**config.mk**
```make
export PLATFORM = sky130hd
export DESIGN_NAME = cfg_serial_port
export DESIGN_NICKNAME = d
export VERILOG_FILES = /design/src/rtl/cfg_serial_pkg.sv /design/src/rtl/cfg_pin_sync.sv /design/src/rtl/cfg_frame_fsm.sv /design/src/rtl/cfg_reg_bank.sv /design/src/rtl/cfg_serial_port.sv
export SDC_FILE = /design/constraint.sdc
export NUM_CORES = 1
export LEC_CHECK = 0
export ABC_AREA = 1
export BUFFER_PORTS_ARGS = -buffer_cell sky130_fd_sc_hd__buf_2
export CAP_MARGIN = 20
export CELL_PAD_IN_SITES_DETAIL_PLACEMENT = 0
export CELL_PAD_IN_SITES_GLOBAL_PLACEMENT = 1
export CORE_UTILIZATION = 48
export CTS_CLUSTER_DIAMETER = 30
export DETAILED_ROUTE_END_ITERATION = 12
export PLACE_DENSITY_LB_ADDON = 0.1
export SKIP_CTS_REPAIR_TIMING = 1
export SLEW_MARGIN = 20
export SYNTH_ARGS = -nofsm -noshare
export SYNTH_HDL_FRONTEND = slang
export SYNTH_SLANG_ARGS = --single-unit
```
**constraint.sdc**
```tcl
create_clock -name clk -period 3.4 [get_ports clk]
set_clock_uncertainty 0.05 [all_clocks]
set_input_delay 0 -clock clk [delete_from_list [all_inputs] [get_ports clk]]
set_output_delay 0 -clock clk [all_outputs]
set_load 0.05 [all_outputs]
```
**src/rtl/cfg_serial_pkg.sv**
```systemverilog
package cfg_serial_pkg;

   typedef enum logic [2:0] {
      ST_WAIT_HI,
      ST_ARMED,
      ST_RW,
      ST_ADDR,
      ST_DATA,
      ST_STOP,
      ST_READ
   } frame_st_e;

endpackage

```
**src/rtl/cfg_pin_sync.sv**
```systemverilog
module cfg_pin_sync #(
   parameter int WIDTH     = 3,
   parameter int STAGES    = 2,
   parameter bit RESET_VAL = 1'b1
) (
   input  logic             clk,
   input  logic             rst_n,
   input  logic [WIDTH-1:0] pin,
   output logic [WIDTH-1:0] lvl
);

   for (genvar i = 0; i < WIDTH; i++) begin : g_bit
      logic [STAGES-1:0] chain;
      always_ff @(posedge clk or negedge rst_n) begin
         if (!rst_n) chain <= {STAGES{RESET_VAL}};
         else        chain <= {chain[STAGES-2:0], pin[i]};
      end
      assign lvl[i] = chain[STAGES-1];
   end

endmodule

```
**src/rtl/cfg_frame_fsm.sv**
```systemverilog
module cfg_frame_fsm
   import cfg_serial_pkg::*;
#(
   parameter int ADDR_W    = 5,
   parameter int DATA_W    = 8,
   parameter int STOP_BITS = 2
) (
   input  logic              clk,
   input  logic              rst_n,
   input  logic              en_act,
   input  logic              sck_rise,
   input  logic              sck_fall,
   input  logic              sdi,
   input  logic [DATA_W-1:0] rd_byte,
   output logic [ADDR_W-1:0] rd_addr,
   output logic              wr_strobe,
   output logic [ADDR_W-1:0] wr_addr,
   output logic [DATA_W-1:0] wr_data,
   output logic              rd_active,
   output logic              sdo
);

   localparam int MAXF  = (DATA_W > ADDR_W) ? DATA_W : ADDR_W;
   localparam int MAXC  = (MAXF > STOP_BITS) ? MAXF : STOP_BITS;
   localparam int CNT_W = $clog2(MAXC) + 1;

   frame_st_e         st;
   logic [CNT_W-1:0]  cnt;
   logic [ADDR_W-1:0] addr_sh;
   logic [DATA_W-1:0] data_sh;
   logic [DATA_W-1:0] rd_sh;
   logic              is_rd;
   logic              sdo_q;

   assign rd_addr   = {addr_sh[ADDR_W-2:0], sdi};
   assign wr_addr   = addr_sh;
   assign wr_data   = data_sh;
   assign rd_active = (st == ST_READ);
   assign sdo       = sdo_q;

   always_ff @(posedge clk or negedge rst_n) begin
      if (!rst_n) begin
         st        <= ST_WAIT_HI;
         cnt       <= '0;
         addr_sh   <= '0;
         data_sh   <= '0;
         rd_sh     <= '0;
         is_rd     <= 1'b0;
         sdo_q     <= 1'b0;
         wr_strobe <= 1'b0;
      end else begin
         wr_strobe <= 1'b0;
         if (!en_act) begin
            st    <= ST_WAIT_HI;
            sdo_q <= 1'b0;
         end else if (sck_fall) begin
            case (st)
               ST_WAIT_HI: if (sdi) st <= ST_ARMED;
               ST_ARMED:   if (!sdi) st <= ST_RW;
               ST_RW: begin
                  is_rd <= sdi;
                  cnt   <= '0;
                  st    <= ST_ADDR;
               end
               ST_ADDR: begin
                  addr_sh <= {addr_sh[ADDR_W-2:0], sdi};
                  cnt     <= cnt + 1'b1;
                  if (cnt == CNT_W'(ADDR_W-1)) begin
                     cnt <= '0;
                     if (is_rd) begin
                        st    <= ST_READ;
                        rd_sh <= rd_byte;
                     end else begin
                        st <= ST_DATA;
                     end
                  end
               end
               ST_DATA: begin
                  data_sh <= {data_sh[DATA_W-2:0], sdi};
                  cnt     <= cnt + 1'b1;
                  if (cnt == CNT_W'(DATA_W-1)) begin
                     cnt <= '0;
                     st  <= ST_STOP;
                  end
               end
               ST_STOP: begin
                  if (!sdi) begin
                     st <= ST_WAIT_HI;
                  end else begin
                     cnt <= cnt + 1'b1;
                     if (cnt == CNT_W'(STOP_BITS-1)) begin
                        wr_strobe <= 1'b1;
                        st        <= ST_WAIT_HI;
                     end
                  end
               end
               ST_READ: begin
                  cnt <= cnt + 1'b1;
                  if (cnt == CNT_W'(DATA_W-1)) begin
                     st    <= ST_WAIT_HI;
                     sdo_q <= 1'b0;
                  end
               end
               default: st <= ST_WAIT_HI;
            endcase
         end else if (sck_rise && st == ST_READ) begin
            sdo_q <= rd_sh[DATA_W-1];
            rd_sh <= {rd_sh[DATA_W-2:0], 1'b0};
         end
      end
   end

endmodule

```
**src/rtl/cfg_reg_bank.sv**
```systemverilog
module cfg_reg_bank #(
   parameter int NUM_ADDR    = 12,
   parameter int ADDR_W      = 5,
   parameter int DATA_W      = 8,
   parameter int STATUS_ADDR = 5
) (
   input  logic                       clk,
   input  logic                       rst_n,
   input  logic                       wr_strobe,
   input  logic [ADDR_W-1:0]          wr_addr,
   input  logic [DATA_W-1:0]          wr_data,
   input  logic                       commit,
   input  logic [ADDR_W-1:0]          rd_addr,
   input  logic [DATA_W-1:0]          status_in,
   output logic [DATA_W-1:0]          rd_byte,
   output logic [NUM_ADDR*DATA_W-1:0] live_flat,
   output logic [NUM_ADDR*DATA_W-1:0] shadow_flat
);

   for (genvar a = 0; a < NUM_ADDR; a++) begin : g_slot
      if (a == STATUS_ADDR) begin : g_ro
         assign shadow_flat[a*DATA_W +: DATA_W] = '0;
         assign live_flat[a*DATA_W +: DATA_W]   = '0;
      end else begin : g_rw
         logic [DATA_W-1:0] stage_q;
         logic [DATA_W-1:0] live_q;
         always_ff @(posedge clk or negedge rst_n) begin
            if (!rst_n) begin
               stage_q <= '0;
               live_q  <= '0;
            end else begin
               if (wr_strobe && wr_addr == ADDR_W'(a)) stage_q <= wr_data;
               if (commit) live_q <= stage_q;
            end
         end
         assign shadow_flat[a*DATA_W +: DATA_W] = stage_q;
         assign live_flat[a*DATA_W +: DATA_W]   = live_q;
      end
   end

   always_comb begin
      rd_byte = '0;
      for (int a = 0; a < NUM_ADDR; a++) begin
         if (rd_addr == ADDR_W'(a)) begin
            rd_byte = (a == STATUS_ADDR) ? status_in : live_flat[a*DATA_W +: DATA_W];
         end
      end
   end

endmodule

```
**src/rtl/cfg_serial_port.sv**
```systemverilog
module cfg_serial_port #(
   parameter int NUM_ADDR    = 12,
   parameter int ADDR_W      = 5,
   parameter int DATA_W      = 8,
   parameter int STATUS_ADDR = 5,
   parameter int STOP_BITS   = 2,
   parameter int SYNC_STAGES = 2
) (
   input  logic                       clk,
   input  logic                       rst_n,
   input  logic                       sck,
   input  logic                       sdi,
   input  logic                       en_n,
   input  logic [DATA_W-1:0]          status_in,
   output logic                       sdo,
   output logic [NUM_ADDR*DATA_W-1:0] cfg_live
);

   localparam int LIVE_W = NUM_ADDR * DATA_W;

   if (SYNC_STAGES < 2) begin : g_bad_sync
      $error("SYNC_STAGES must be at least 2");
   end
   if (STATUS_ADDR >= NUM_ADDR) begin : g_bad_status
      $error("STATUS_ADDR must lie inside the address map");
   end
   if (NUM_ADDR > (1 << ADDR_W)) begin : g_bad_map
      $error("NUM_ADDR exceeds the address width");
   end
   if (STOP_BITS < 1 || ADDR_W < 2 || DATA_W < 2) begin : g_bad_frame
      $error("frame field widths too small");
   end

   logic [2:0] pin_lvl;
   logic       sck_lvl, sdi_lvl, en_lvl;
   logic       sck_last, en_last;
   logic       sck_rise, sck_fall, en_rise;

   cfg_pin_sync #(.WIDTH(3), .STAGES(SYNC_STAGES), .RESET_VAL(1'b1)) u_sync (
      .clk   (clk),
      .rst_n (rst_n),
      .pin   ({en_n, sdi, sck}),
      .lvl   (pin_lvl)
   );

   assign sck_lvl = pin_lvl[0];
   assign sdi_lvl = pin_lvl[1];
   assign en_lvl  = pin_lvl[2];

   always_ff @(posedge clk or negedge rst_n) begin
      if (!rst_n) begin
         sck_last <= 1'b1;
         en_last  <= 1'b1;
      end else begin
         sck_last <= sck_lvl;
         en_last  <= en_lvl;
      end
   end

   assign sck_rise = sck_lvl & ~sck_last;
   assign sck_fall = ~sck_lvl & sck_last;
   assign en_rise  = en_lvl & ~en_last;

   logic [ADDR_W-1:0] rd_addr, wr_addr;
   logic [DATA_W-1:0] rd_byte, wr_data;
   logic              wr_strobe, rd_active;
   logic [LIVE_W-1:0] shadow_flat;

   cfg_frame_fsm #(.ADDR_W(ADDR_W), .DATA_W(DATA_W), .STOP_BITS(STOP_BITS)) u_fsm (
      .clk       (clk),
      .rst_n     (rst_n),
      .en_act    (~en_lvl),
      .sck_rise  (sck_rise),
      .sck_fall  (sck_fall),
      .sdi       (sdi_lvl),
      .rd_byte   (rd_byte),
      .rd_addr   (rd_addr),
      .wr_strobe (wr_strobe),
      .wr_addr   (wr_addr),
      .wr_data   (wr_data),
      .rd_active (rd_active),
      .sdo       (sdo)
   );

   cfg_reg_bank #(.NUM_ADDR(NUM_ADDR), .ADDR_W(ADDR_W), .DATA_W(DATA_W),
                  .STATUS_ADDR(STATUS_ADDR)) u_bank (
      .clk         (clk),
      .rst_n       (rst_n),
      .wr_strobe   (wr_strobe),
      .wr_addr     (wr_addr),
      .wr_data     (wr_data),
      .commit      (en_rise),
      .rd_addr     (rd_addr),
      .status_in   (status_in),
      .rd_byte     (rd_byte),
      .live_flat   (cfg_live),
      .shadow_flat (shadow_flat)
   );

endmodule

```
-- After elaboration in Yosys (flattened, before gate mapping)
Cells that the tools add are included.
- bits in registers: 215
- input port bits: 13
- output and inout bits: 97
- logic and storage cells: 153
- add/sub/neg operators: 1
- equality and inequality tests: 42
- multiplexer cells: 42
- bitwise operators: 7
- reduce and logical (&&, ||, !) cells: 26
- operators by type and width (kind ; count):
    8-bit 2-to-1 mux ; 17
    5-bit by 4-bit equality test with 1-bit output (second input constant) ; 8
    5-bit by 3-bit equality test with 1-bit output (second input constant) ; 7
    3-bit 2-to-1 mux ; 9
    3-bit one-hot mux with 7 select lines ; 1
    5-bit by 2-bit equality test with 1-bit output (second input constant) ; 4
    4-bit one-hot mux with 5 select lines ; 1
    1-bit logical AND ; 12
    4-bit 2-to-1 mux ; 3
    3-bit AND reduction ; 4
    5-bit by 1-bit equality test with 1-bit output (second input constant) ; 2
    5-bit logical NOT ; 2
    1-bit 2-to-1 mux ; 10
    3-bit equality test (second input constant) ; 3
    3-bit by 1-bit inequality test with 1-bit output (second input constant) ; 3
    4-bit by 3-bit equality test with 1-bit output (second input constant) ; 2
    7-bit AND reduction ; 1
    3-bit by 2-bit equality test with 1-bit output (second input constant) ; 2
    2-bit by 1-bit inequality test with 1-bit output (second input constant) ; 3
    3-bit by 2-bit inequality test with 1-bit output (second input constant) ; 2
    3-bit inequality test (second input constant) ; 2
    5-bit AND reduction ; 1
    5-bit nonzero test ; 1
    4-bit by 1-bit adder with 4-bit output (second input constant) ; 1
    other kinds (11) ; 17

-- Longest topological paths before layout
Gate-level depths: netlist (run 1).
- depth after elaboration: 17
- mapped depth: 14
- mapped depth without buffers: 13

-- Hierarchy
Synthesis (run 1) repeated with hierarchy kept, for this count alone.
- cells, all modules: 1012
- area total of the unflattened synthesis: 9552.9 um2
- by module, submodules not included (module ; times used ; cells each ; area each (um2) ; sequential area each (um2)):
    cfg_reg_bank ; 1 ; 790 ; 7527.2 ; 4404.2
    cfg_frame_fsm ; 1 ; 205 ; 1770.4 ; 775.7
    cfg_pin_sync ; 1 ; 9 ; 180.2 ; 157.7
    cfg_serial_port ; 1 ; 8 ; 75.1 ; 52.6

-- Worst setup path after synthesis (run 1)
OpenSTA, ideal clock, no wires.
- path kind: register to register
- from: register sck_last
- to: register u_fsm.cnt[3]
- library setup time: 0.077 ns
- arrival time: 1.579 ns
- required time: 3.273 ns
- path slack: 1.694 ns
- cell stages (with the launch flop): 12
- path buffers: 0
- clock period less this slack: 1.706 ns
- cell sequence: dfstp_2 > inv_2 > nor2_4 > inv_2 > nor2_2 > inv_2 > a21oi_2 > o21ai_1 > inv_2 > nand4_1 > xor2_1 > a21oi_1
- longest elaborated chain between the ends: 2
- ends and longest elaborated chain (item ; line ; RTL):
    start, declared ; cfg_serial_port.sv:36 ; logic sck_last, en_last;
    start signal, assigned ; cfg_serial_port.sv:55 ; sck_last <= sck_lvl;
    1-bit bitwise AND ; cfg_serial_port.sv:61 ; assign sck_fall = ~sck_lvl & sck_last;
    4-bit AND reduction (no line) ; -- ;
    end signal, assigned ; cfg_frame_fsm.sv:80 ; cnt <= cnt + 1'b1;
    end signal, assigned ; cfg_frame_fsm.sv:90 ; cnt <= cnt + 1'b1;
    end signal, assigned ; cfg_frame_fsm.sv:98 ; cnt <= cnt + 1'b1;
    end, declared ; cfg_frame_fsm.sv:28 ; logic [CNT_W-1:0] cnt;
Every way passes these cells.
A chain may end at the register's enable or synchronous reset.

-- Final worst setup path (run 1)
- from: register sck_last
- to: register u_fsm.rd_sh[4]
- longest elaborated chain between the ends: 5
- elaborated cells on any way between the ends: 10
- those cells by class: 3 x eq/ne; 1 x mux; 3 x bitwise; 3 x reduce/logical
- ends and longest elaborated chain (item ; line ; RTL):
    1-bit inverter ; cfg_serial_port.sv:60 ; assign sck_rise = sck_lvl & ~sck_last;
    1-bit bitwise AND ; cfg_serial_port.sv:60 ;
    1-bit logical AND ; cfg_frame_fsm.sv:106 ; end else if (sck_rise && st == ST_READ) begin
    2-bit nonzero test (no line) ; -- ;
    5-bit AND reduction (no line) ; -- ;
    end signal, assigned ; cfg_frame_fsm.sv:72 ; rd_sh <= rd_byte;
    end signal, assigned ; cfg_frame_fsm.sv:108 ; rd_sh <= {rd_sh[DATA_W-2:0], 1'b0};
    end, declared ; cfg_frame_fsm.sv:31 ; logic [DATA_W-1:0] rd_sh;
Parallel ways exist; a longest one is shown, timed or not.

==> impl_metrics.toml, run 1 <==
[grt]
grt_pass1_vias = 6734
grt_pass1_wl_um = 38000
grt_util_met1_pct = 35.3
grt_max_degree = 98
met3_usage_pct = 4.27
top_usage_layer = "met2"
antenna_found_initial = 1
grtUsageMet2_pct = 41.7
grt_overflow_total = 0
globalRouteTotalUtil_pct = 25.7

[setup_path]
worst_ep_required_time_ns = 3.77
crit_path_max_fanout = 12
cp.arrival_ns = 2.85
crit_type = "reg -> reg"
rrSetupSlack_ns = 0.91
reg2reg_depth = 10
critPathLaunchType = "flip-flop"
rr_endpoint = "u_fsm.rd_sh[4]$_DFFE_PN0P_"
cp-startpoint = "sck_last$_DFF_PN1_"
cp-end-kind = "flip-flop"
reg2reg_from = "sck_last$_DFF_PN1_"

[cells_and_area]
final_area_um2 = 11300
drive_gt1_share_pct = 25.3
antenna_cells = 0
seqCellArea_um2 = 5390
multiInputGateArea_um2 = 3190
fin_util_pct = 61.6
fillerInstances = 1596
final_nets = 1064
area_growth_pct = 24.1

[flow_run]
cap_viol_max_count = 0

[hold_path]
min_path_cells = 7
whs_endpoint = "u_fsm.rd_sh[0]$_DFFE_PN0P_"
hp-class = "in -> reg"
hp-start = "status_in[0]"

[die]
rows = 49
ioPinCount = 110
die_area_um2 = 19500
start_util_pct = 49.7
die_h_um = 139
chipWidth_um = 139
core-area_um2 = 18300

[run_status]
failed_checks = "negative hold slack"
status = "finished, violations left"

[timing]
timing.final.crit_share_pct = 73.1
tns_ns = 0
fin_crit_ns = 2.49
worst_slew_pin_slew_ns = 0.810
finalSetupViolations = 0
slew-limit-headroom_pct = 46.0
whs_ns = -0.0633
rsz0062_at_grt = "no"
maxSlewViolCount = 0
max_freq_ghz = 0.402
hold_violations = 2

[placement]
gp_congestion = 0.863
dp_hpwl_um = 16000
place_area_um2 = 9740
portBuffers = 101

[synth]
avgSynthCellArea_um2 = 9.72
ys_ff_latch = 215
yosysTopAreaCell = "dfrtp_1"
yosysTopAreaCellShare_pct = 57.1
synthesis.area_um2 = 9070
synth_edf_count = 0
yosysSeqAreaShare_pct = 59.4
synth_area_leaders = "dfrtp_1 (57%), nand2_1 (8.7%), mux2_2 (7.2%), o21ai_0 (5.9%), nor2_1 (2.9%)"
yosysMostFrequentCell = "nand2_1"
ys.flop_type = "dfrtp_1"
ys_warn_count = 0
async_flop_share_pct = 100
yosysUniqueCellTypes = 34
synthCells = 933
netlist_top_cells_count = "nand2_1 (210), dfrtp_1 (207), o21ai_0 (107), nor2_1 (70), inv_1 (69)"

[route]
dr.first_iter.drc_count = 469
antenna_left = 0
wl_um = 24000
drcViolationCount = 0
avgViaCountPerCell = 5.30
vias = 6948
routedWlPerCell_um = 18.3
drtPass1Iterations = 5

[pwr]
totalPowerFinal_mw = 7.31
ir_worst_vdd_v = 0.000458
p_int_mw = 5.58
p_leak_nw = 5.63
p_sw_share_pct = 23.6
pwr-share-seq_pct = 36.6
clkPwrFrac_pct = 57.1
switching_power_mw = 1.73
p_comb_share_pct = 6.3
p_per_area_nw_per_um2 = 649

[cts]
insertion_delay_ns = 0.52
clockBufferDepth = 3
htree_levels = 2
cts-root-buf = "clkbuf_16"
cts.reportedPaths.clkPinSlew_ns = 0.05
cts.sinks = 215
numCtsBuffers = 44
tritoncts = "yes"
==> placed cells by master, fill, tap and decap left out, types with 6 or more instances in the layout <==
| master | netlist | final |
|---|---|---|
| nor3_1 | 6 | 6 |
| clkbuf_8 | 0 | 11 |
| clkbuf_16 | 0 | 45 |
| mux2_1 | 8 | 8 |
| dfstp_2 | 8 | 8 |
| nand2_1 | 210 | 210 |
| nor2_2 | 8 | 8 |
| inv_2 | 10 | 10 |
| clkinv_2 | 0 | 11 |
| clkbuf_1 | 27 | 7 |
| o21ai_1 | 20 | 20 |
| inv_1 | 69 | 69 |
| mux2_2 | 58 | 58 |
| buf_2 | 10 | 100 |
| o21ai_0 | 107 | 107 |
| nand3_1 | 20 | 20 |
| nand4_1 | 21 | 21 |
| a21oi_1 | 41 | 41 |
| nor2_1 | 70 | 70 |
| dfrtp_1 | 207 | 207 |
| conb_1 | 1 | 8 |
==> sequential cells by signal (all words and copies together) (netlist names) <==
name / cells
en_last: 1
u_sync.g_bit.chain: 6
u_bank.g_slot.g_rw.live_q: 88
u_fsm.rd_sh: 8
u_fsm.wr_strobe: 1
sck_last: 1
u_fsm.sdo: 1
u_fsm.is_rd: 1
u_fsm.cnt: 4
u_bank.g_slot.g_rw.stage_q: 88
u_fsm.wr_addr: 5
u_fsm.st: 3
u_fsm.wr_data: 8
==> critical path: stages, from the launching register on <==
cell and delay, ns:
dfstp_2 0.52, inv_2 0.05, nor2_4 0.19, inv_2 0.16, nor2_2 0.23, nand2_1 0.30, o21ai_1 0.16, nand2_1 0.23
inv_1 0.27, nor2_1 0.07, a21oi_1 0.17
==> routing by layer <==
| metal | part of all wire [%] | vias to the layer above |
|---|---|---|
| met5 | 0 | - |
| met4 | 2.1 | 0 |
| met3 | 5.3 | 43 |
| met2 | 48 | 225 |
| met1 | 45 | 3392 |
| li1 | - | 3288 |
==> logic make-up after synthesis <==
logic type,after synthesis,synth area share [%]
muxes,66,8.19
AOI/OAI and AO/OA,174,9.75
buffers and inverters,125,5.68
other,1,0.0413
adders and majority gates,3,0.414
and+or+nand+nor,348,16.4
DFF,215,59.4
xor gates and xnor gates,1,0.0966
==> stage by stage <==
stage | std cells | setup WS [ns] | hold WS (ns)
2_1_floorplan | 940 | 1.69 | -0.346
3_3_place_gp | 1227 | 0.956 | 0.0557
3_5_place_dp | 1227 | 0.975 | 0.0561
4_1_cts | 1308 | 0.941 | -0.483
5_1_grt | 1312 | 0.732 | 0.0233
6_report | 1312 | 0.914 | -0.0633
==> worst max path at each step <==
stage                     depth (start not counted)                    endpoint
after floorplan                                  11    u_fsm.cnt[3]$_DFFE_PN0P_
after global placement                           10  u_fsm.rd_sh[5]$_DFFE_PN0P_
after detailed placement                         10  u_fsm.rd_sh[2]$_DFFE_PN0P_
after CTS                                        10  u_fsm.rd_sh[4]$_DFFE_PN0P_
after global routing                             10  u_fsm.rd_sh[2]$_DFFE_PN0P_
final                                            10  u_fsm.rd_sh[4]$_DFFE_PN0P_
==> power groups by stage <==
stage	clock network, mW	logic (mW)	registers, mW
after detailed placement	0	0.459	2.71
final	4.17	0.460	2.68
after global routing	4.35	0.506	2.68
after CTS	4.22	0.462	2.68
after floorplan	0	0.204	2.81
after global placement	0	0.460	2.71
==> cell type report <==
type	count	area share [%]
Clock inverter	19	1.66
Inverter	79	2.63
Sequential cell	215	47.9
Tap cell	229	2.55
Multi-Input combinational cell	600	28.4
Timing Repair Buffer	108	5.46
Clock buffer	62	11.5
(Power assumes the default switching activity.)
==> inputs of run 2 (changes only) <==
- CORE_UTILIZATION: 48 -> 45
- clock period: 3.4 -> 2.4 ns (I/O delays scaled with it)
==> impl_metrics.toml, run 2 (same netlist as run 1, synthesis figures left out) <==
[route]
drtPass1Iterations = 5
antenna_left = 0
wl_um = 24100
vias = 6892
dr.first_iter.drc_count = 461
routedWlPerCell_um = 17.7
drcViolationCount = 0
avgViaCountPerCell = 5.06

[setup_path]
worst_ep_required_time_ns = 2.75
crit_path_max_fanout = 8
reg2reg_depth = 11
cp.arrival_ns = 2.60
crit_type = "reg -> reg"
cp-end-kind = "flip-flop"
rrSetupSlack_ns = 0.15
critPathLaunchType = "flip-flop"

[cells_and_area]
layout_common_cells = "nand2_1 (210), dfrtp_1 (206), o21ai_0 (107)"
drive_gt1_share_pct = 26.6
final_nets = 1074
fillerInstances = 1778
area_growth_pct = 28.3
fin_cells = 1362
largestRegisters = "u_bank.g_slot.g_rw.live_q: 88 flops, u_bank.g_slot.g_rw.stage_q: 88 flops"
final_common_cell = "nand2_1"
fin_util_pct = 59.4
final_area_um2 = 11600

[cts]
clockBufferDepth = 3
tritoncts = "yes"
cts-root-buf = "clkbuf_16"
insertion_delay_ns = 0.52
cts.reportedPaths.clkPinSlew_ns = 0.05
cts.sinks = 215
numCtsBuffers = 46
htree_levels = 2

[placement]
place_area_um2 = 9850
gp_congestion = 0.849
placed_cells = 1271
dp_hpwl_um = 15700
portBuffers = 101

[die]
core-area_um2 = 19600
rows = 51
die_area_um2 = 20700
start_util_pct = 46.3
die_h_um = 144
ioPinCount = 110
chipWidth_um = 144

[timing]
finalSetupViolations = 0
timing.final.crit_share_pct = 93.6
max_freq_ghz = 0.445
rsz0062_at_grt = "no"
tns_ns = 0
whs_ns = -0.0651
worst_slew_pin_slew_ns = 0.784
slew-limit-headroom_pct = 47.6
maxSlewViolCount = 0
fin_crit_ns = 2.25
hold_violations = 1

[run_status]
failed_checks = "negative hold slack"
status = "finished, violations left"

[grt]
grt_overflow_total = 0
grt_pass1_vias = 6693
grt_pass1_wl_um = 37600
grt_max_degree = 78
antenna_found_initial = 0
globalRouteTotalUtil_pct = 24.5

[pwr]
p_leak_nw = 5.78
p_per_area_nw_per_um2 = 985
ir_worst_vdd_v = 0.000672

[hold_path]
hp-class = "in -> reg"
min_path_cells = 7

[flow_run]
cap_viol_max_count = 0
==> run 2: cell types whose count changed in the layout (fill, tap and decap cells not counted), sizes merged <==
cell      change
inv           +1
bufinv        +7
clkinv        -5
clkbuf        -3
clkinvlp      +4
buf           +9
diode         +1
==> run 2: layer usage <==
metal	part of all wire, %	vias up	GRT usage (%)
li1	-	3315	-
met1	47	3348	34.7
met2	46	192	38.0
met3	4.4	37	4.90
met4	2.1	0	7.78
met5	0	-	0
==> run 2: critical path, stage by stage (launching register included) <==
cell and delay, ns:
dfstp_2 0.62, inv_2 0.13, nand2_1 0.16, nor2_2 0.12
nand2_1 0.08, nand3_1 0.11, nor2_1 0.21, nand4_1 0.13
nor2_2 0.19, nand4_1 0.15, nand2_1 0.09, a21oi_1 0.06
==> run 2: final cells by class <==
type	count	area, µm²	share of cell area, %
Inverter	79	297	2.55
Sequential cell	215	5390	46.3
Antenna cell	1	2.50	0.0215
Clock inverter	26	410	3.52
Tap cell	265	332	2.85
Multi-Input combinational cell	600	3200	27.5
Timing Repair Buffer	116	676	5.80
Clock buffer	60	1340	11.5
==> run 2: power breakdown <==
group / switching [mW] / internal, mW / leakage [nW]
combinational: 0.506 / 0.155 / 2.05
sequential: 0.0716 / 3.73 / 2.89
clock: 2.02 / 4.99 / 0.842
==> run 2: worst paths after layout <==
kind,start,end
setup / recovery,u_sync.g_bit[1].chain[1]$_DFF_PN1_,u_fsm.rd_sh[4]$_DFFE_PN0P_
hold / removal,status_in[0],u_fsm.rd_sh[0]$_DFFE_PN0P_
setup reg to reg,u_sync.g_bit[1].chain[1]$_DFF_PN1_,u_fsm.rd_sh[4]$_DFFE_PN0P_
hold reg to reg,u_sync.g_bit[2].chain[0]$_DFF_PN1_,u_sync.g_bit[2].chain[1]$_DFF_PN1_
max in group asynchronous,rst_n,u_bank.g_slot[8].g_rw.stage_q[0]$_DFFE_PN0P_
min in group asynchronous,rst_n,u_fsm.cnt[2]$_DFFE_PN0P_
==> run 2: through the flow <==
step / worst slack [ns] / hold WS, ns / power, mW
after floorplan: 0.694 / -0.346 / 4.27
final: 0.154 / -0.0651 / 11.5
after CTS: 0.0819 / -0.570 / 11.6
after global placement: 0.0865 / -0.0144 / 4.52
after global routing: 0.00449 / 0.0102 / 11.8
after detailed placement: 0.106 / -0.0165 / 4.51
==> inputs of run 3 (changes only) <==
- CORE_UTILIZATION: 45 -> 48
- clock period: 2.4 -> 2.73 ns (I/O delays scaled with it)
==> impl_metrics.toml, run 3 (same netlist as run 1, synthesis figures left out) <==
[run_status]
status = "finished, violations left"
failed_checks = "negative hold slack"

[cts]
cts-root-buf = "clkbuf_16"
clockBufferDepth = 3
htree_levels = 2
cts.reportedPaths.clkPinSlew_ns = 0.05
insertion_delay_ns = 0.53
numCtsBuffers = 44
cts.sinks = 215
tritoncts = "yes"

[setup_path]
reg2reg_depth = 10
worst_ep_required_time_ns = 3.13
crit_type = "reg -> reg"
cp-end-kind = "flip-flop"
critPathLaunchType = "flip-flop"
rr_endpoint = "u_fsm.rd_sh[3]$_DFFE_PN0P_"
reg2reg_from = "sck_last$_DFF_PN1_"
rrSetupSlack_ns = 0.46
cp.arrival_ns = 2.67
crit_path_max_fanout = 12

[route]
vias = 6963
wl_um = 23800
antenna_left = 0
routedWlPerCell_um = 18.1
drtPass1Iterations = 5
drcViolationCount = 0
dr.first_iter.drc_count = 537
avgViaCountPerCell = 5.29

[die]
start_util_pct = 49.7
ioPinCount = 110
rows = 49
core-area_um2 = 18300
die_area_um2 = 19500
die_h_um = 139
chipWidth_um = 139

[grt]
grt_pass1_vias = 6698
globalRouteTotalUtil_pct = 25.8
antenna_found_initial = 0
grt_pass1_wl_um = 38000
grt_max_degree = 82
grt_overflow_total = 0

[timing]
finalSetupViolations = 0
rsz0062_at_grt = "no"
whs_ns = -0.00188
worst_slew_pin_slew_ns = 0.777
max_freq_ghz = 0.440
maxSlewViolCount = 0
timing.final.crit_share_pct = 83.2
tns_ns = 0
slew-limit-headroom_pct = 48.2
fin_crit_ns = 2.27
hold_violations = 1

[hold_path]
hp-start = "status_in[4]"
min_path_cells = 7
hp-class = "in -> reg"
whs_endpoint = "u_fsm.rd_sh[4]$_DFFE_PN0P_"

[pwr]
pwr-share-seq_pct = 35.4
p_comb_share_pct = 6.1
p_leak_nw = 5.67
ir_worst_vdd_v = 0.000652
clkPwrFrac_pct = 58.6
totalPowerFinal_mw = 9.43
p_per_area_nw_per_um2 = 829
p_int_mw = 7.20
switching_power_mw = 2.23
p_sw_share_pct = 23.6

[cells_and_area]
fillerInstances = 1578
drive_gt1_share_pct = 25.9
final_common_cell = "nand2_1"
fin_util_pct = 62.3
antenna_cells = 0
final_nets = 1069
fin_cells = 1316
largestRegisters = "u_bank.g_slot.g_rw.live_q: 88 flops, u_bank.g_slot.g_rw.stage_q: 88 flops"
layout_common_cells = "nand2_1 (210), dfrtp_1 (207), o21ai_0 (107)"
area_growth_pct = 25.4

[placement]
placed_cells = 1231
dp_hpwl_um = 15900
gp_congestion = 0.861
portBuffers = 101

[flow_run]
cap_viol_max_count = 0
[run 3: cell types whose count changed in the layout (fill, tap and decap cells not counted), moves of 2 or more]
| cell | previous run | this run |
|---|---|---|
| inv_6 | 3 | 1 |
| bufinv_16 | 10 | 7 |
| clkinv_2 | 6 | 8 |
| clkbuf_16 | 49 | 44 |
| buf_4 | 8 | 4 |
| clkinv_4 | 1 | 3 |
[run 3: worst max-delay path by stage]
stage                                   from                    endpoint  slack (ns)
after floorplan           sck_last$_DFF_PN1_    u_fsm.cnt[3]$_DFFE_PN0P_        1.02
after global placement    sck_last$_DFF_PN1_  u_fsm.rd_sh[4]$_DFFE_PN0P_        0.56
after detailed placement  sck_last$_DFF_PN1_  u_fsm.rd_sh[4]$_DFFE_PN0P_        0.51
after CTS                 sck_last$_DFF_PN1_  u_fsm.rd_sh[1]$_DFFE_PN0P_        0.48
after global routing      sck_last$_DFF_PN1_  u_fsm.rd_sh[6]$_DFFE_PN0P_        0.19
final                     sck_last$_DFF_PN1_  u_fsm.rd_sh[3]$_DFFE_PN0P_        0.46
[run 3: cell type report]
cell class	count	area, µm²	area share [%]
Timing Repair Buffer	113	654	5.75
Sequential cell	215	5390	47.4
Clock inverter	26	347	3.05
Multi-Input combinational cell	600	3190	28.1
Tap cell	229	287	2.52
Inverter	79	297	2.61
Clock buffer	54	1210	10.6
[run 3: worst max-delay path, stage by stage (launching register included)]
cell	delay, ns
dfstp_2	0.52
inv_2	0.05
nor2_4	0.16
inv_2	0.14
nor2_2	0.22
nand2_1	0.26
o21ai_1	0.15
nand2_1	0.21
inv_1	0.26
nor2_1	0.06
a21oi_1	0.13
[run 3: layer usage]
| layer | vias up | routed length [µm] | global-route usage, % |
|---|---|---|---|
| met2 | 238 | 11200 | 40.7 |
| li1 | 3299 | - | - |
| met1 | 3374 | 10500 | 34.6 |
| met4 | 0 | 653 | 10.2 |
| met5 | - | 0 | 0 |
| met3 | 52 | 1470 | 6.02 |
[run 3: per-stage QoR]
stage,setup slack (ns),instance area (µm²)
final,0.458,11400
after global routing,0.186,11400
after CTS,0.476,11300
after detailed placement,0.505,9770
after global placement,0.555,9770
after floorplan,1.02,9100
[run 3: power by group through the flow]
stage	sequential (mW)	combinational [mW]	clock [mW]
final	3.33	0.573	5.52
after global routing	3.34	0.631	5.78
after CTS	3.33	0.576	5.59
after detailed placement	3.38	0.573	0
after global placement	3.38	0.574	0
after floorplan	3.50	0.254	0
